File: config.mk
export PLATFORM = sky130hd
export DESIGN_NAME = pll_lock_supervisor
export DESIGN_NICKNAME = d
export VERILOG_FILES = /design/src/rtl/pls_pkg.sv /design/src/rtl/pls_ctrl_reg.sv /design/src/rtl/pls_lock_timer.sv /design/src/rtl/pls_seq.sv /design/src/rtl/pll_lock_supervisor.sv
export SDC_FILE = /design/constraint.sdc
export NUM_CORES = 1
export LEC_CHECK = 0
export ABC_AREA = 1
export CAP_MARGIN = 0
export CORE_ASPECT_RATIO = 0.9
export CORE_MARGIN = 1
export CORE_UTILIZATION = 58
export CTS_CLUSTER_SIZE = 12
export DETAILED_ROUTE_END_ITERATION = 8
export DONT_BUFFER_PORTS = 1
export PLACE_DENSITY = 0.74
export SETUP_SLACK_MARGIN = 0.02
export SYNTH_ARGS = -nofsm -noshare
export SYNTH_HDL_FRONTEND = slang
export SYNTH_SLANG_ARGS = --single-unit
File: constraint.sdc
create_clock -name clk -period 2.22 [get_ports clk]
set_input_delay 0.444 -clock clk [delete_from_list [all_inputs] [get_ports clk]]
set_output_delay 0.444 -clock clk [all_outputs]
set_load 0.05 [all_outputs]
File: src/rtl/pls_pkg.sv
package pls_pkg;

    typedef enum logic [2:0] {
        ST_IDLE    = 3'd0,
        ST_STARTUP = 3'd1,
        ST_WAIT    = 3'd2,
        ST_RUN     = 3'd3,
        ST_TIMEOUT = 3'd4
    } pls_state_e;

    typedef struct packed {
        logic [4:0]  rsvd;
        logic [10:0] div;
        logic        filt_ctl_en;
        logic [2:0]  dco_sel;
        logic        lock_bypass;
        logic [2:0]  lock_time;
        logic [2:0]  ref_sel;
        logic        fast_wake;
        logic [3:0]  pi_sel;
    } pls_ctrl_t;

    localparam int CTRL_W = 32;
    localparam logic [31:0] CTRL_RESET = 32'h0000_0020;

endpackage

File: src/rtl/pls_ctrl_reg.sv
module pls_ctrl_reg
    import pls_pkg::*;
(
    input  logic              clk,
    input  logic              rst_n,
    input  logic              loop_en,
    input  logic              wr_en,
    input  logic [CTRL_W-1:0] wr_data,
    output pls_ctrl_t         ctrl
);

    typedef struct packed {
        pls_ctrl_t word;
    } reg_s;

    reg_s r_d, r_q;
    pls_ctrl_t incoming;

    always_comb begin
        incoming = pls_ctrl_t'(wr_data);
        incoming.rsvd = '0;
        // reserved lock-time codes fold onto "no time-out"
        if (incoming.lock_time[2] == 1'b0) begin
            incoming.lock_time = 3'd0;
        end
        r_d = r_q;
        if (wr_en && !loop_en) begin
            r_d.word = incoming;
        end
    end

    always_ff @(posedge clk or negedge rst_n) begin
        if (!rst_n) begin
            r_q.word <= pls_ctrl_t'(CTRL_RESET);
        end else begin
            r_q <= r_d;
        end
    end

    assign ctrl = r_q.word;

    AST_WRITE_LOCKED: assert property (@(posedge clk) disable iff (!rst_n)
        loop_en |=> (ctrl == $past(ctrl)));
    AST_RSVD_CODE: assert property (@(posedge clk) disable iff (!rst_n)
        !(ctrl.lock_time inside {3'd1, 3'd2, 3'd3}));
    AST_TOP_BITS_ZERO: assert property (@(posedge clk) disable iff (!rst_n)
        (wr_en && !loop_en) |=> (ctrl.rsvd == 5'd0));

endmodule

File: src/rtl/pls_lock_timer.sv
module pls_lock_timer #(
    parameter int TO_BASE = 800,
    parameter int TO_STEP = 100
) (
    input  logic       clk,
    input  logic       rst_n,
    input  logic       restart,
    input  logic       run,
    input  logic       tick,
    input  logic [2:0] code,
    output logic       expire
);

    localparam int MAX_LIM = TO_BASE + 3 * TO_STEP;
    localparam int CNT_W   = $clog2(MAX_LIM + 1);

    typedef struct packed {
        logic [CNT_W-1:0] cnt;
    } tmr_s;

    tmr_s t_d, t_q;
    logic [CNT_W-1:0] lim;
    logic             armed;

    always_comb begin
        armed = code[2];
        lim   = CNT_W'(TO_BASE + TO_STEP * int'(code[1:0]));
        expire = run && tick && armed && (t_q.cnt == lim - 1'b1);
        t_d = t_q;
        if (restart) begin
            t_d.cnt = '0;
        end else if (run && tick && !expire) begin
            t_d.cnt = t_q.cnt + 1'b1;
        end
    end

    always_ff @(posedge clk or negedge rst_n) begin
        if (!rst_n) begin
            t_q.cnt <= '0;
        end else begin
            t_q <= t_d;
        end
    end

    AST_CNT_BELOW_LIMIT: assert property (@(posedge clk) disable iff (!rst_n)
        (run && armed) |-> (t_q.cnt < lim));
    AST_RESTART_ZERO: assert property (@(posedge clk) disable iff (!rst_n)
        restart |=> (t_q.cnt == '0));

endmodule

File: src/rtl/pls_seq.sv
module pls_seq
    import pls_pkg::*;
(
    input  logic       clk,
    input  logic       rst_n,
    input  logic       loop_en,
    input  logic       startup_done,
    input  logic       lock_eff,
    input  logic       fast_wake,
    input  logic [2:0] lock_time,
    input  logic       expire,
    input  logic       to_clr,
    output pls_state_e state,
    output logic       enter_wait,
    output logic       to_flag,
    output logic       out_en
);

    typedef struct packed {
        pls_state_e st;
        logic       flag;
    } seq_s;

    seq_s s_d, s_q;

    always_comb begin
        s_d        = s_q;
        enter_wait = 1'b0;
        if (to_clr) begin
            s_d.flag = 1'b0;
        end
        if (!loop_en) begin
            s_d.st = ST_IDLE;
        end else begin
            unique case (s_q.st)
                ST_IDLE: s_d.st = ST_STARTUP;
                ST_STARTUP: begin
                    if (startup_done) begin
                        if (fast_wake) begin
                            s_d.st = ST_RUN;
                        end else begin
                            s_d.st     = ST_WAIT;
                            enter_wait = 1'b1;
                        end
                    end
                end
                ST_WAIT: begin
                    if (lock_eff) begin
                        s_d.st = ST_RUN;
                    end else if (expire) begin
                        s_d.st   = ST_TIMEOUT;
                        s_d.flag = 1'b1;
                    end
                end
                ST_RUN:     s_d.st = ST_RUN;
                ST_TIMEOUT: s_d.st = ST_TIMEOUT;
                default:    s_d.st = ST_IDLE;
            endcase
        end
    end

    always_ff @(posedge clk or negedge rst_n) begin
        if (!rst_n) begin
            s_q.st   <= ST_IDLE;
            s_q.flag <= 1'b0;
        end else begin
            s_q <= s_d;
        end
    end

    assign state   = s_q.st;
    assign to_flag = s_q.flag;
    assign out_en  = (s_q.st == ST_RUN);

    AST_DISABLE_IDLE: assert property (@(posedge clk) disable iff (!rst_n)
        !loop_en |=> (state == ST_IDLE));
    AST_GATE_NEEDS_LOCK: assert property (@(posedge clk) disable iff (!rst_n)
        ($rose(out_en) && !fast_wake) |-> $past(lock_eff));
    AST_NO_TIMEOUT_CODE0: assert property (@(posedge clk) disable iff (!rst_n)
        (lock_time == 3'd0) |-> (state != ST_TIMEOUT));
    AST_TIMEOUT_FLAGS: assert property (@(posedge clk) disable iff (!rst_n)
        (state == ST_TIMEOUT && $past(state) != ST_TIMEOUT) |-> to_flag);
    AST_TIMEOUT_GATE_LOW: assert property (@(posedge clk) disable iff (!rst_n)
        (state == ST_TIMEOUT) |-> !out_en);

endmodule

File: src/rtl/pll_lock_supervisor.sv
module pll_lock_supervisor
    import pls_pkg::*;
#(
    parameter int TO_BASE = 800,
    parameter int TO_STEP = 100,
    parameter int STAT_W  = 8
) (
    input  logic              clk,
    input  logic              rst_n,
    input  logic              loop_en,
    input  logic              wr_en,
    input  logic [31:0]       wr_data,
    input  logic              to_clr,
    input  logic              tick_us,
    input  logic              startup_done,
    input  logic              lock_in,
    output logic [31:0]       ctrl_rd,
    output logic              out_en,
    output logic              lock_timeout,
    output logic [STAT_W-1:0] status
);

    pls_ctrl_t  ctrl;
    pls_state_e state;
    logic       enter_wait;
    logic       expire;
    logic       lock_eff;
    logic       wait_run;

    pls_ctrl_reg i_ctrl (
        .clk     (clk),
        .rst_n   (rst_n),
        .loop_en (loop_en),
        .wr_en   (wr_en),
        .wr_data (wr_data),
        .ctrl    (ctrl)
    );

    assign lock_eff = lock_in || ctrl.lock_bypass;
    assign wait_run = (state == ST_WAIT);

    pls_lock_timer #(
        .TO_BASE (TO_BASE),
        .TO_STEP (TO_STEP)
    ) i_timer (
        .clk     (clk),
        .rst_n   (rst_n),
        .restart (enter_wait),
        .run     (wait_run),
        .tick    (tick_us),
        .code    (ctrl.lock_time),
        .expire  (expire)
    );

    pls_seq i_seq (
        .clk          (clk),
        .rst_n        (rst_n),
        .loop_en      (loop_en),
        .startup_done (startup_done),
        .lock_eff     (lock_eff),
        .fast_wake    (ctrl.fast_wake),
        .lock_time    (ctrl.lock_time),
        .expire       (expire),
        .to_clr       (to_clr),
        .state        (state),
        .enter_wait   (enter_wait),
        .to_flag      (lock_timeout),
        .out_en       (out_en)
    );

    assign ctrl_rd = ctrl;

    always_comb begin
        status      = '0;
        status[2:0] = state;
        status[3]   = lock_eff;
        status[4]   = lock_timeout;
        status[5]   = out_en;
    end

    AST_FAST_WAKE_RELEASE: assert property (@(posedge clk) disable iff (!rst_n)
        (loop_en && state == ST_STARTUP && startup_done && ctrl.fast_wake) |=> out_en);
    AST_BYPASS_LOCK: assert property (@(posedge clk) disable iff (!rst_n)
        ctrl.lock_bypass |-> status[3]);

endmodule

After elaboration in Yosys (flattened, before gate mapping)
Index checks and enable logic that the tools add are counted.
Widths: inputs -> output; s select.

operators by class
  equal/unequal tests = 7
  muxes and demuxes = 17
  add/subtract/negate cells = 3
  multiply operators = 1
  reductions and logical operators = 11

operators by type and width
  kind                    count
  $mux 11                 2
  $pmux 3 s5              1
  $mux 3                  4
  $add 11x1->11 const B   1
  $add 11x11->11 const A  1
  $eq 11x11->1            1
  $sub 11x1->11 const B   1
  $mux 1                  9
  $mul 5x2->7 const A     1
  $eq 3x2->1 const B      2
  $logic_and 1x1->1       5
  $mux 4                  1
  $ne 4x3->1 const B      1
  $eq 3x1->1 const B      1
  $eq 3x3->1 const B      1
  $logic_not 3->1         1
  $ne 3x3->1 const B      1
  $logic_not 1->1         2
  $reduce_and 2->1        1
  $reduce_bool 2->1       1
  $logic_or 1x1->1        1

word-level totals
  register bits after elaboration = 42
  bits of input ports = 40
  logic and storage cells = 50
  output and inout bits = 42

Depth between registers and ports, before layout
Gate-level depths: netlist (run 1).

  word-level depth = 9
  mapped depth = 13

Hierarchy
From an unflattened synthesis (run 1), not the netlist that was laid out.

second synthesis, totals
  cell total of the unflattened synthesis = 335
  area total of the unflattened synthesis = 2,488.6 µm²

modules (own cells, without submodules)
  module               area an instance (µm²)  times used  cells each
  pls_ctrl_reg         1,166.1                 1           129
  pls_lock_timer       970.9                   1           151
  pls_seq              292.8                   1           45
  pll_lock_supervisor  58.8                    1           10

Worst setup path after synthesis (run 1)
No wires, ideal clock.

  kind = register to register
  start = register i_ctrl.r_q (netlist bit i_ctrl.ctrl[8])
  end = register i_timer.t_q[3] in the netlist's numbering
  setup time = 0.118 ns
  slack = 0.167 ns
  clock period less this slack = 2.053 ns
  data arrival time = 1.935 ns
  stages on the path, launching flop included = 13
  buffers on the path = 1
  cells stage by stage = dfrtp_1 > inv_1 > ha_1 > inv_1 > nand2_1 > nand2_1 > nor2_1 > nand2_1 > nor2_2 > nand2_2 > buf_2 > nand4_1 > nand2_1

on the way
  longest elaborated chain between the ends = 8

RTL lines
  item                         RTL line              source
  start: declaration           pls_ctrl_reg.sv:16    reg_s r_d, r_q;
  start signal: assignment     pls_ctrl_reg.sv:36    r_q <= r_d;
  $mul 5x2->7                  pls_lock_timer.sv:27  lim = CNT_W'(TO_BASE + TO_STEP * int'(code[1:0]));
  $add 11x11->11               pls_lock_timer.sv:27
  $sub 11x1->11                pls_lock_timer.sv:28  expire = run && tick && armed && (t_q.cnt == lim - 1'b1);
  $eq 11x11->1                 pls_lock_timer.sv:28
  $logic_and 1x1->1            pls_lock_timer.sv:28
  $logic_not 1->1              pls_lock_timer.sv:32  end else if (run && tick && !expire) begin
  $logic_and 1x1->1            pls_lock_timer.sv:32
  $reduce_bool 2->1 (no line)  n/a
  end signal: assignment       pls_lock_timer.sv:41  t_q <= t_d;
  end: declaration             pls_lock_timer.sv:21  tmr_s t_d, t_q;

Every way passes these cells.
A chain may end at the register's enable or synchronous reset.

Worst setup path in the final report (run 1)
  start = register i_ctrl.r_q (netlist bit i_ctrl.ctrl[11])
  end = output port status[3]

on the way
  longest elaborated chain between the ends = 1

RTL lines
  item              RTL line                   source
  $logic_or 1x1->1  pll_lock_supervisor.sv:39  assign lock_eff = lock_in || ctrl.lock_bypass;
  end: declaration  pll_lock_supervisor.sv:20  output logic [STAT_W-1:0] status

Every way passes these cells.

==> results of run 1 <==
kinds of logic after synthesis:
| kind of cell | synth area share, % |
|---|---|
| buf+inv | 11.3 |
| fa+ha+maj | 3.25 |
| simple gates | 36.0 |
| flops | 45.5 |
| xor+xnor | 1.89 |
| other cells | 0.162 |
| compound gates | 1.89 |
worst reg2reg max path: stages (launching register included):
cell and delay, ns:
dfrtp_1 0.41, inv_1 0.12, ha_1 0.35, inv_1 0.05, nand2_1 0.05, nand2_1 0.05
nor2_1 0.09, nand2_1 0.07, nor2_2 0.17, nand2_4 0.16, nand2_4 0.16, nand3_1 0.09
nand2_1 0.10
final timing paths:
path,to,slack [ns]
min,i_seq.to_flag$_DFF_PN0_,0.22
max,status[3],0.24
min in group asynchronous,i_timer.t_q[1]$_DFFE_PN0P_,0.63
max in group asynchronous,i_ctrl.ctrl[5]$_DFFE_PN1P_,1.32
min reg2reg,i_seq.to_flag$_DFF_PN0_,0.54
max reg2reg,i_timer.t_q[6]$_DFFE_PN0P_,0.30
flip-flops by register name, summed over array words and instances (netlist names):
name / count
i_ctrl.ctrl: 27
i_timer.t_q: 11
i_seq.state: 3
i_seq.to_flag: 1
power by group through the flow:
| stage | registers, mW | clock network [mW] | logic [mW] |
|---|---|---|---|
| after floorplan | 1.23 | 0 | 0.394 |
| after global placement | 1.16 | 0 | 0.545 |
| after detailed placement | 1.17 | 0 | 0.562 |
| after CTS | 1.15 | 0.532 | 0.583 |
| after global routing | 1.17 | 0.558 | 0.653 |
| final | 1.15 | 0.519 | 0.581 |
through the flow:
step | util, % | total power [mW] | cell area (µm²)
2_1_floorplan | - | 1.62 | 2330
3_3_place_gp | 62.3 | 1.71 | 2340
3_5_place_dp | 62.3 | 1.73 | 2340
4_1_cts | 65.6 | 2.27 | 2460
5_1_grt | 65.9 | 2.38 | 2470
6_report | 65.9 | 2.25 | 2470
cell usage in the layout (no fill, tap or decap), types with 3 or more instances in the layout:
cell      instances
ha_1              6
nand3_1          25
nand4_1          13
clkbuf_8          5
nand2_1         133
inv_1            34
conb_1            7
o21ai_0           4
dfrtp_1          41
nor2_1           20
buf_4            11
xor2_1            3
per-layer routing:
metal,GRT usage [%],vias to the layer above
met3,7.66,6
met2,34.0,68
met5,0,-
met1,30.4,828
met4,9.82,0
li1,-,966
repair_timing:
action	4_1_cts	5_1_grt
setup endpoints to repair	0	11
hold buffers	2	0
hold endpoints to repair	42	0
resized for setup	0	2
layout make-up:
class	count	area (µm²)
Clock buffer	5	68.8
Clock inverter	3	25.0
Fill cell	343	1280
Inverter	34	128
Multi-Input combinational cell	225	1030
Sequential cell	42	1050
Tap cell	46	57.6
Timing Repair Buffer	13	113
==> impl_metrics.py, run 1 <==
metrics = {
    "setup_path": {
        "worstPathMaxFanout": 3,
        "critPathLaunch": "i_ctrl.ctrl[11]$_DFFE_PN0P_",
        "critical_path_arrival_ns": 1.53,
        "worstPathRequired_ns": 1.78,
        "worstPathCellList": "nor2_1 -> inv_1",
        "worst-r2r-cell-count": 12,
        "path_depth": 2,
        "crit_family": "flip-flops",
        "critPathKind": "reg -> out",
        "cp_slowest_cell": "dfrtp_1",
        "path_buf_inv": 1,
        "slowest_delay_ns": 0.69,
        "start_kind": "register",
        "end_kind": "output port",
        "r2r-start": "i_ctrl.ctrl[8]$_DFFE_PN0P_",
    },
    "clock_tree": {
        "cts.path.max_buffers": 2,
        "cts.sinks": 42,
        "cts.clk_slew.worst_paths_ns": 0.09,
        "htreeDepth": 2,
        "post-cts-setup-buffer-count": 0,
        "cts_tree": "built",
        "cts_made_buffers": 5,
        "clk_latency_ns": 0.31,
        "cts_root_buffer": "clkbuf_8",
    },
    "logic_synthesis": {
        "synth_top_area_share_pct": 44.4,
        "synth-edff-count": 0,
        "yosysWarnings": 0,
        "synth_seq_cells": 42,
        "yosysSeqAreaShare_pct": 45.5,
        "synthCells": 316,
        "synth_largest_area_cell": "dfrtp_1",
        "synth.avg_cell_area_um2": 7.32,
        "synth_cell_types": 24,
        "synth_ff_type": "dfrtp_1",
        "yosys-top-cells-count": "nand2_1, dfrtp_1, inv_1",
        "synth_area_leaders": "dfrtp_1, nand2_1, inv_1",
        "yosysMostFrequentCell": "nand2_1",
        "synth_area_um2": 2310,
        "async_reset_ff_share_pct": 100,
    },
    "power": {
        "peakVddDrop_v": 0.000704,
        "netSwitchingPower_uw": 994,
        "p_sw_share_pct": 44.1,
        "combPwrFrac_pct": 25.8,
        "powerDensity_nw_per_um2": 910,
        "power.leakage_nw": 1.39,
        "cell_internal_pwr_mw": 1.26,
        "pwr-share-clk_pct": 23.1,
        "p_seq_share_pct": 51.1,
    },
    "die": {
        "die_w_um": 68.6,
        "rows": 21,
        "io_pins": 82,
        "core-area_um2": 3760,
        "initial_utilization_pct": 61.5,
        "die-area_um2": 4240,
        "die_h_um": 61.9,
    },
    "sta": {
        "setup_viol": 0,
        "fmax_ghz": 0.505,
        "tns_ns": 0,
        "skew_ns": 0.00783,
        "fin_ws_ns": 0.241,
        "worstMarginPinSlew_ns": 0.656,
        "finalHoldViolCount": 0,
        "fin_hold_ws_ns": 0.221,
        "slew_headroom_pct": 56.2,
        "finalCriticalPeriod_ns": 1.98,
        "maxSlewViolCount": 0,
        "rsz0062_at_grt": "no",
        "min_period_over_period_pct": 89.1,
    },
    "route": {
        "wirelength_met1_um": 2150,
        "drt_wl_total_um": 4550,
        "wl_per_cell_um": 12.4,
        "met3RoutedLength_um": 331,
        "met2_length_um": 2010,
        "drc_errors": 0,
        "vias": 1868,
        "routed_via_density": 5.08,
        "drtAntennaViolNets": 0,
        "drt_iter0_markers": 189,
        "top_layer_used": "met4",
        "firstDrtPassIters": 4,
    },
    "place": {
        "pre_cts_ws_ns": 0.174,
        "gp_congestion": 0.835,
        "place_inst": 358,
        "dp_hpwl_um": 3290,
        "portBuffers": 0,
    },
    "layout": {
        "n_antenna_cell": 0,
        "drive_gt1_share_pct": 8.07,
        "final_nets": 367,
        "instances_no_fill": 368,
        "synthToLayoutAreaGrowth_pct": 7.03,
    },
    "grt": {
        "grt_remaining_overflow": 0,
        "grt_pass1_wl_um": 6890,
        "antenna_found_initial": 0,
        "grt_max_degree": 43,
        "track_usage_pct": 22.8,
        "grt_pass1_vias": 1546,
    },
    "run": {
        "max-cap-violations": 0,
    },
    "outcome": {
        "outcome": "complete, no violations",
    },
    "hold_path": {
        "worst_hold_path.num_cells": 1,
        "hold_path.class": "in -> reg",
        "min_from": "to_clr",
    },
}
(Power assumes the default switching activity.)
==> run 2: changes to the inputs <==
==> constraint.sdc (replaced) <==
create_clock -name clk -period 2.3 [get_ports clk]
set_input_delay 0.46 -clock clk [delete_from_list [all_inputs] [get_ports clk]]
set_output_delay 0.46 -clock clk [all_outputs]
set_load 0.05 [all_outputs]
==> run 2 against run 1 <==
  * Non-clock buffer count is 2 higher
  * Sequential cell count unchanged
  * First-iteration DRC count shrank 30%
  * Highest routed layer unchanged
  * Total power shrank 3.3%
  * Sequential share of layout area is 0.17 points lower
  * Routed wire length is 0.88% lower
  * Worst setup slack gained 0.050 ns
==> impl_metrics.py, run 2 (same netlist as run 1, synthesis figures left out) <==
metrics = {
    "route": {
        "routed_via_density": 5.19,
        "drc_errors": 0,
        "drt_wl_total_um": 4510,
        "firstDrtPassIters": 4,
        "vias": 1922,
        "drtAntennaViolNets": 0,
        "drt_iter0_markers": 133,
        "wl_per_cell_um": 12.2,
    },
    "layout": {
        "largest_reg_flops": 27,
        "instances_no_fill": 370,
        "final_nets": 369,
        "final_core_util_pct": 66.1,
        "layout_common_cells": "nand2_1, dfrtp_1, inv_1",
        "final_area_um2": 2480,
        "synthToLayoutAreaGrowth_pct": 7.47,
        "n_antenna_cell": 0,
        "drive_gt1_share_pct": 8.64,
        "final_common_cell": "nand2_1",
    },
    "setup_path": {
        "slowest_delay_ns": 0.42,
        "path_depth": 12,
        "worst-r2r-cell-count": 12,
        "worstPathCellList": "inv_1 -> ha_1 -> inv_1 -> nand2_1 -> nand2_1 -> nor2_1 -> nand2_1 -> nor2_2 -> nand2_2 -> nand2_4 -> nand3_1 -> nand2_1",
        "cp_slowest_cell": "dfrtp_1",
        "end_kind": "register",
        "crit_family": "simple AND/OR/NAND/NOR gates",
        "r2r-start": "i_ctrl.ctrl[8]$_DFFE_PN0P_",
        "path_buf_inv": 2,
        "critical_path_arrival_ns": 2.25,
        "start_kind": "register",
        "worstPathRequired_ns": 2.54,
        "crit_top_cell": "nand2_1",
        "critPathLaunch": "i_ctrl.ctrl[8]$_DFFE_PN0P_",
        "critPathKind": "reg -> reg",
        "worstPathMaxFanout": 13,
    },
    "die": {
        "io_pins": 82,
        "core-area_um2": 3760,
        "die_w_um": 68.6,
        "initial_utilization_pct": 61.5,
        "rows": 21,
        "die-area_um2": 4240,
        "die_h_um": 61.9,
    },
    "hold_path": {
        "hold_path.class": "in -> reg",
        "min_from": "wr_data[5]",
        "worst_hold_path.num_cells": 2,
    },
    "place": {
        "placed_area_um2": 2360,
        "dp_hpwl_um": 3270,
        "place_inst": 360,
        "gp_congestion": 0.805,
        "portBuffers": 0,
        "pre_cts_ws_ns": 0.229,
    },
    "power": {
        "p_seq_share_pct": 50.7,
        "netSwitchingPower_uw": 955,
        "power.total_mw": 2.18,
        "p_sw_share_pct": 43.9,
        "peakVddDrop_v": 0.000607,
        "combPwrFrac_pct": 26.8,
        "cell_internal_pwr_mw": 1.22,
        "pwr-share-clk_pct": 22.6,
        "powerDensity_nw_per_um2": 876,
        "power.leakage_nw": 1.39,
    },
    "grt": {
        "grt_max_degree": 43,
        "grt_remaining_overflow": 0,
        "grt_pass1_wl_um": 6980,
        "grt_pass1_vias": 1615,
        "track_usage_pct": 23.0,
        "antenna_found_initial": 0,
    },
    "clock_tree": {
        "post-cts-setup-buffer-count": 0,
        "cts_root_buffer": "clkbuf_8",
        "htreeDepth": 2,
        "cts.path.max_buffers": 2,
        "clk_latency_ns": 0.30,
        "cts_tree": "built",
        "cts_made_buffers": 5,
        "cts.sinks": 42,
        "cts.clk_slew.worst_paths_ns": 0.08,
    },
    "sta": {
        "finalHoldViolCount": 0,
        "worstMarginPinSlew_ns": 0.654,
        "min_period_over_period_pct": 87.3,
        "rsz0062_at_grt": "no",
        "maxSlewViolCount": 0,
        "setup_viol": 0,
        "fin_hold_ws_ns": 0.241,
        "fin_ws_ns": 0.291,
        "slew_headroom_pct": 56.3,
        "skew_ns": 0.00342,
        "finalCriticalPeriod_ns": 2.01,
        "fmax_ghz": 0.498,
        "tns_ns": 0,
    },
    "run": {
        "max-cap-violations": 0,
    },
    "outcome": {
        "outcome": "complete, no violations",
    },
}
==> run 2: final timing paths <==
| kind | endpoint | slack (ns) |
|---|---|---|
| max | i_timer.t_q[6]$_DFFE_PN0P_ | 0.29 |
| min | i_ctrl.ctrl[5]$_DFFE_PN1P_ | 0.24 |
| max reg2reg | i_timer.t_q[6]$_DFFE_PN0P_ | 0.29 |
| min reg2reg | i_seq.to_flag$_DFF_PN0_ | 0.54 |
| max in group asynchronous | i_ctrl.ctrl[5]$_DFFE_PN1P_ | 1.38 |
| min in group asynchronous | i_timer.t_q[8]$_DFFE_PN0P_ | 0.66 |
==> run 2: what timing repair did <==
action,in CTS,in global routing
resized for setup,0,1
setup endpoints to repair,0,11
hold buffers,1,1
hold endpoints to repair,42,15
==> run 2: layer usage <==
| layer | GRT usage [%] | wire, µm | vias up |
|---|---|---|---|
| li1 | - | - | 976 |
| met1 | 29.1 | 2120 | 879 |
| met2 | 36.4 | 2050 | 65 |
| met3 | 10.0 | 317 | 2 |
| met4 | 5.36 | 24 | 0 |
| met5 | 0 | 0 | - |
==> run 2: worst register-to-register path, delay by kind of cell (launching register included) <==
kind | cells | cell delay [ns]
buf+inv | 2 | 0.17
fa+ha+maj | 1 | 0.36
simple gates | 9 | 1.00
flops | 1 | 0.42
==> run 2: cell type report <==
type | count | area [µm²]
Tap cell | 46 | 57.6
Timing Repair Buffer | 15 | 128
Fill cell | 341 | 1270
Sequential cell | 42 | 1050
Clock buffer | 5 | 68.8
Inverter | 34 | 128
Multi-Input combinational cell | 225 | 1030
Clock inverter | 3 | 25.0
==> run 2: power groups by stage <==
stage / registers [mW] / logic, mW / clock network (mW)
after detailed placement: 1.12 / 0.561 / 0
after global routing: 1.12 / 0.648 / 0.536
after floorplan: 1.19 / 0.381 / 0
final: 1.10 / 0.582 / 0.491
after CTS: 1.10 / 0.580 / 0.503
after global placement: 1.11 / 0.544 / 0
